`config.mk`:
```
export PLATFORM = sky130hd
export DESIGN_NAME = psum_combiner
export DESIGN_NICKNAME = d
export VERILOG_FILES = /design/src/rtl/psum_combiner.sv
export SDC_FILE = /design/constraint.sdc
export NUM_CORES = 1
export LEC_CHECK = 0
export ABC_AREA = 1
export CAP_MARGIN = 25
export CORE_MARGIN = 2
export CORE_UTILIZATION = 50
export CTS_CLUSTER_DIAMETER = 100
export DETAILED_ROUTE_END_ITERATION = 6
export PLACE_DENSITY_LB_ADDON = 0.2
export SLEW_MARGIN = 20
export SYNTH_ARGS = -nofsm -noshare
export SYNTH_HDL_FRONTEND = slang
export SYNTH_SLANG_ARGS = --single-unit
```
`constraint.sdc`:
```
create_clock -name clk -period 5.2 [get_ports clk]
set_clock_uncertainty 0.15 [all_clocks]
set_input_delay 0.52 -clock clk [delete_from_list [all_inputs] [get_ports clk]]
set_output_delay 0.52 -clock clk [all_outputs]
set_load 0.01 [all_outputs]
```
`src/rtl/psum_combiner.sv`:
```
module psum_combiner #(
  parameter int NREQ  = 4,
  parameter int NBASE = 4,
  parameter int WIDTH = 16,
  localparam int SELW = (NBASE > 1) ? $clog2(NBASE) : 1
) (
  input  logic                   clk,
  input  logic                   rst_n,
  input  logic [NREQ-1:0]        req_valid,
  input  logic [NREQ*SELW-1:0]   req_base,
  input  logic [NREQ*WIDTH-1:0]  req_inc,
  input  logic                   init_en,
  input  logic [SELW-1:0]        init_sel,
  input  logic [WIDTH-1:0]       init_val,
  output logic [NREQ-1:0]        rsp_valid,
  output logic [NREQ*WIDTH-1:0]  rsp_value
);

  logic [NBASE-1:0][WIDTH-1:0] base_q, base_d;
  logic [NREQ-1:0][SELW-1:0]   sel;
  logic [NREQ-1:0][WIDTH-1:0]  inc;
  logic [NREQ-1:0][WIDTH-1:0]  pre;
  logic                        idle;

  assign sel  = req_base;
  assign inc  = req_inc;
  assign idle = (req_valid == '0);

  always_comb begin
    for (int i = 0; i < NREQ; i++) begin
      pre[i] = base_q[sel[i]];
      for (int j = 0; j < i; j++)
        if (req_valid[j] && sel[j] == sel[i])
          pre[i] = pre[i] + inc[j];
    end
  end

  always_comb begin
    for (int b = 0; b < NBASE; b++) begin
      base_d[b] = base_q[b];
      for (int j = 0; j < NREQ; j++)
        if (req_valid[j] && sel[j] == SELW'(b))
          base_d[b] = base_d[b] + inc[j];
      if (init_en && idle && init_sel == SELW'(b))
        base_d[b] = init_val;
    end
  end

  always_ff @(posedge clk) begin
    if (!rst_n) begin
      base_q    <= '0;
      rsp_valid <= '0;
      rsp_value <= '0;
    end else begin
      base_q    <= base_d;
      rsp_valid <= req_valid;
      rsp_value <= pre;
    end
  end

endmodule

```
==> impl_metrics.json, run 1 <==
{
  "ys_seq_elements": 132,
  "cts_max_path_buffers": 2,
  "ioPinCount": 165,
  "grt_max_degree": 66,
  "holdBufCountCts": 0,
  "row_count": 85,
  "status": "aborted with a tool error",
  "synth_most_common_cell": "nand2_1",
  "yosysTopAreaCell": "nand2_1",
  "synth-edff-count": 0,
  "grt_util_all_layers": 0.806,
  "die_h_um": 238,
  "root_buffer": "clkbuf_16",
  "routabilityCongestion": 1.15,
  "dp.final_hpwl_um": 112000,
  "synth_area_um2": 27300,
  "syn_nets": 5124,
  "h-tree-depth": 4,
  "yosysWarnings": 0,
  "avgSynthCellArea_um2": 5.87,
  "synth.area.top_cells": "nand2_1 (19%), ha_1 (16%), dfxtp_1 (9.7%)",
  "yosys-top-cells-count": "nand2_1 (1,414), inv_1 (652), a21oi_1 (409)",
  "dpl_worst_slack_ps": -1700,
  "cts.sinks": 132,
  "worst-ep-kind": "register data pin",
  "overflow": 162,
  "cts_buffers": 17,
  "crit_endpoint": "base_q[15]$_SDFF_PN0_/D",
  "tool.error": "[ERROR GRT-0232] Routing congestion too high. Check the congestion heatmap in the GUI.",
  "haltStage": "global routing (5_1_grt)",
  "synth_top_area_frac": 0.194,
  "initial_core_util": 0.507,
  "syn_inst": 4655,
  "die_w_um": 238,
  "ys_types": 61,
  "ys_async_sr_fraction": 0,
  "seq_area_frac_synth": 0.0967,
  "port_buffers": 164,
  "synthFlopType": "dfxtp_1"
}
## through the flow
stage | instances | cell area, um2 | utilization | hold WS, ps
floorplan | 4655 | 27700 | - | 349
detailed placement | 6583 | 38700 | 0.717 | 571
CTS | 6754 | 43900 | 0.814 | 399
global placement | 6583 | 38700 | 0.717 | 561
## layer usage
metal  GRT overflow  GRT usage
met1              4      0.800
met2             92      0.950
met3              1      0.665
met4             65      0.824
met5              0      0.446
## timing repair
item / 4_1_cts
resized for setup: 793
endpoints found under the setup margin: 56
setup buffers: 148
pin swaps: 317
## logic make-up after synthesis
logic type | share of synthesized area
AND/OR/NAND/NOR | 0.336
AO/OA/AOI/OAI | 0.217
buffers and inverters | 0.114
adder cells (fa/ha/maj) | 0.176
XOR/XNOR | 0.0590
flip-flops | 0.0967
multiplexers | 0.00119
==> inputs of run 2 (changes only) <==
Settings changed: CORE_UTILIZATION 50 to 35, CTS_CLUSTER_DIAMETER 100 to not set, PLACE_DENSITY_LB_ADDON 0.2 to 0.15.
Clock period 5.2 ns to 6.8 ns, I/O delays scaled along.
==> run 2 against run 1 <==
The flow now finishes without violations. Synthesized cell count unchanged. Synthesized area unchanged.
==> impl_metrics.json, run 2 <==
{
  "synthFlopType": "dfxtp_1",
  "slew_violations": 0,
  "avgSynthCellArea_um2": 5.87,
  "drt-initial-drc-count": 3792,
  "synth.area.top_cells": "nand2_1 (19%), ha_1 (16%), dfxtp_1 (9.7%)",
  "root_buffer": "clkbuf_16",
  "drtAntennaViolNets": 0,
  "die-area_um2": 80300,
  "pwr_density_cell_nw_per_um2": 222,
  "vias_per_cell": 5.29,
  "cts_buffers": 17,
  "final.period_utilization": 0.955,
  "area.growth.synth_to_final_pct": 35.3,
  "yosysWarnings": 0,
  "drive_gt1_frac": 0.192,
  "ys_seq_elements": 132,
  "synth_area_um2": 27300,
  "row_count": 102,
  "syn_nets": 5124,
  "routed_wl_um": 142000,
  "p_total_mw": 8.22,
  "yosysTopAreaCell": "nand2_1",
  "initial_core_util": 0.353,
  "layout_min_cycle_time_ps": 6490,
  "wl_per_cell_um": 21.5,
  "total_leakage_power_nw": 20.1,
  "slew_headroom": 0.0793,
  "fmax_ghz": 0.154,
  "worstPathRequired_ps": 7050,
  "cts.sinks": 132,
  "overflow": 0,
  "grt_pass1_vias": 31800,
  "yosys-top-cells-count": "nand2_1 (1,414), inv_1 (652), a21oi_1 (409)",
  "status": "complete, no violations",
  "port_buffers": 164,
  "worstSetupPathType": "input port to flip-flop",
  "setup_violations": 0,
  "via_count": 34800,
  "clock_latency_ps": 520,
  "dp.final_hpwl_um": 118000,
  "drc_errors": 0,
  "critPathLaunchType": "input port",
  "fin_ws_ps": 307,
  "cts_tree": "yes",
  "path_common_cell": "nand2_1",
  "drv_cap": 0,
  "cts_max_path_buffers": 2,
  "h-tree-depth": 4,
  "ioPinCount": 165,
  "min_path_type": "input port to flip-flop",
  "hold_viol": 0,
  "seq_area_frac_synth": 0.0967,
  "holdBufCountCts": 0,
  "n_antenna_cell": 0,
  "die_h_um": 283,
  "worst_path_largest_cell_delay_ps": 500,
  "critPathMaxFanout": 7,
  "synth-edff-count": 0,
  "ys_types": 61,
  "synth_most_common_cell": "nand2_1",
  "worst_slew_pin_slew_ps": 1380,
  "worst_setup_path_end_kind": "flip-flop",
  "peakVddDrop_v": 0.000204,
  "cp_slowest_cell": "clkdlybuf4s50_1",
  "drt_pass1_iterations": 7,
  "dpl_worst_slack_ps": -511,
  "crit_arrival_ps": 6750,
  "die_w_um": 283,
  "most-common-layout-cells": "nand2_1 (1,405), buf_4 (787), inv_1 (651), a21oi_1 (381), nand3_1 (338)",
  "reg_top3": "base_q: 64 flops, rsp_value: 64 flops, rsp_valid: 4 flops",
  "grt_max_degree": 50,
  "grt_pass1_wl_um": 205000,
  "syn_inst": 4655,
  "final_common_cell": "nand2_1",
  "rsz0062_at_grt": "true",
  "core-area_um2": 77300,
  "cts.clk_slew.worst_paths_ps": 90,
  "routabilityCongestion": 1.07,
  "grt_util_all_layers": 0.342,
  "synth_top_area_frac": 0.194,
  "antenna_found_initial": 4,
  "fin_nets": 6007,
  "ys_async_sr_fraction": 0
}
[run 2: cell counts after synthesis]
Identical to the previous run, type by type.
[run 2: area by class of cell]
type | count | area [um2]
multi-input combinational | 3739 | 22000
timing repair buffer | 965 | 7790
clock inverter | 13 | 204
fill | 8293 | 40400
tap | 1040 | 1300
inverter | 683 | 2570
sequential | 132 | 2640
clock buffer | 18 | 439
[run 2: logic make-up (layout without fill, tap and decap cells)]
family | Yosys count | in the layout | share of synthesized area
buffers and inverters | 784 | 1679 | 0.114
multiplexers | 2 | 2 | 0.00119
flip-flops | 132 | 132 | 0.0967
AO/OA/AOI/OAI | 994 | 994 | 0.217
adder cells (fa/ha/maj) | 372 | 372 | 0.176
AND/OR/NAND/NOR | 2187 | 2187 | 0.336
XOR/XNOR | 184 | 184 | 0.0590
[run 2: per-stage QoR]
step	area (um2)	TNS (ps)	hold slack (ps)	instances	util
floorplan	27300	0	349	4655	-
global placement	35900	-5950	618	6557	0.464
detailed placement	35900	-6700	620	6557	0.464
CTS	36500	0	456	6588	0.472
global route	37000	-54.9	508	6590	0.478
finish	37000	0	490	6590	0.478
[run 2: where the power goes]
group,internal [mW],switching (mW),total [mW]
registers,0.880,0.183,1.06
logic,2.66,3.38,6.04
clock network,0.657,0.453,1.11
[run 2: metal layers]
metal,track usage,vias to the layer above,routed length (um)
met4,0.171,2,7890
met5,0,-,9
li1,-,17200,-
met2,0.513,1482,58400
met1,0.475,15800,64500
met3,0.0506,327,11100
[run 2: critical path, delay by kind of cell]
kind | cells | cell delay (ps)
AO/OA/AOI/OAI | 11 | 2240
AND/OR/NAND/NOR | 14 | 1480
buffers and inverters | 6 | 1240
adder cells (fa/ha/maj) | 3 | 920
XOR/XNOR | 1 | 160
[run 2: path summary, 6_finish.rpt]
check | startpoint | endpoint | slack (ps) | cells past startpoint
worst max-delay path | req_base[7] | rsp_value[63] | 310 | 35
worst min-delay path | rst_n | base_q[60] | 490 | 3
worst max register to register | base_q[2] | rsp_value[63] | 530 | 32
worst min register to register | base_q[0] | rsp_value[0] | 680 | 3
[run 2: timing repair]
action | in CTS | in global routing
gates resized for setup | 0 | 120
setup buffers | 0 | 1
setup endpoints to repair | 0 | 32
endpoints found under the hold margin | 0 | 0
No activity file was read; power rests on OpenSTA's default activity.
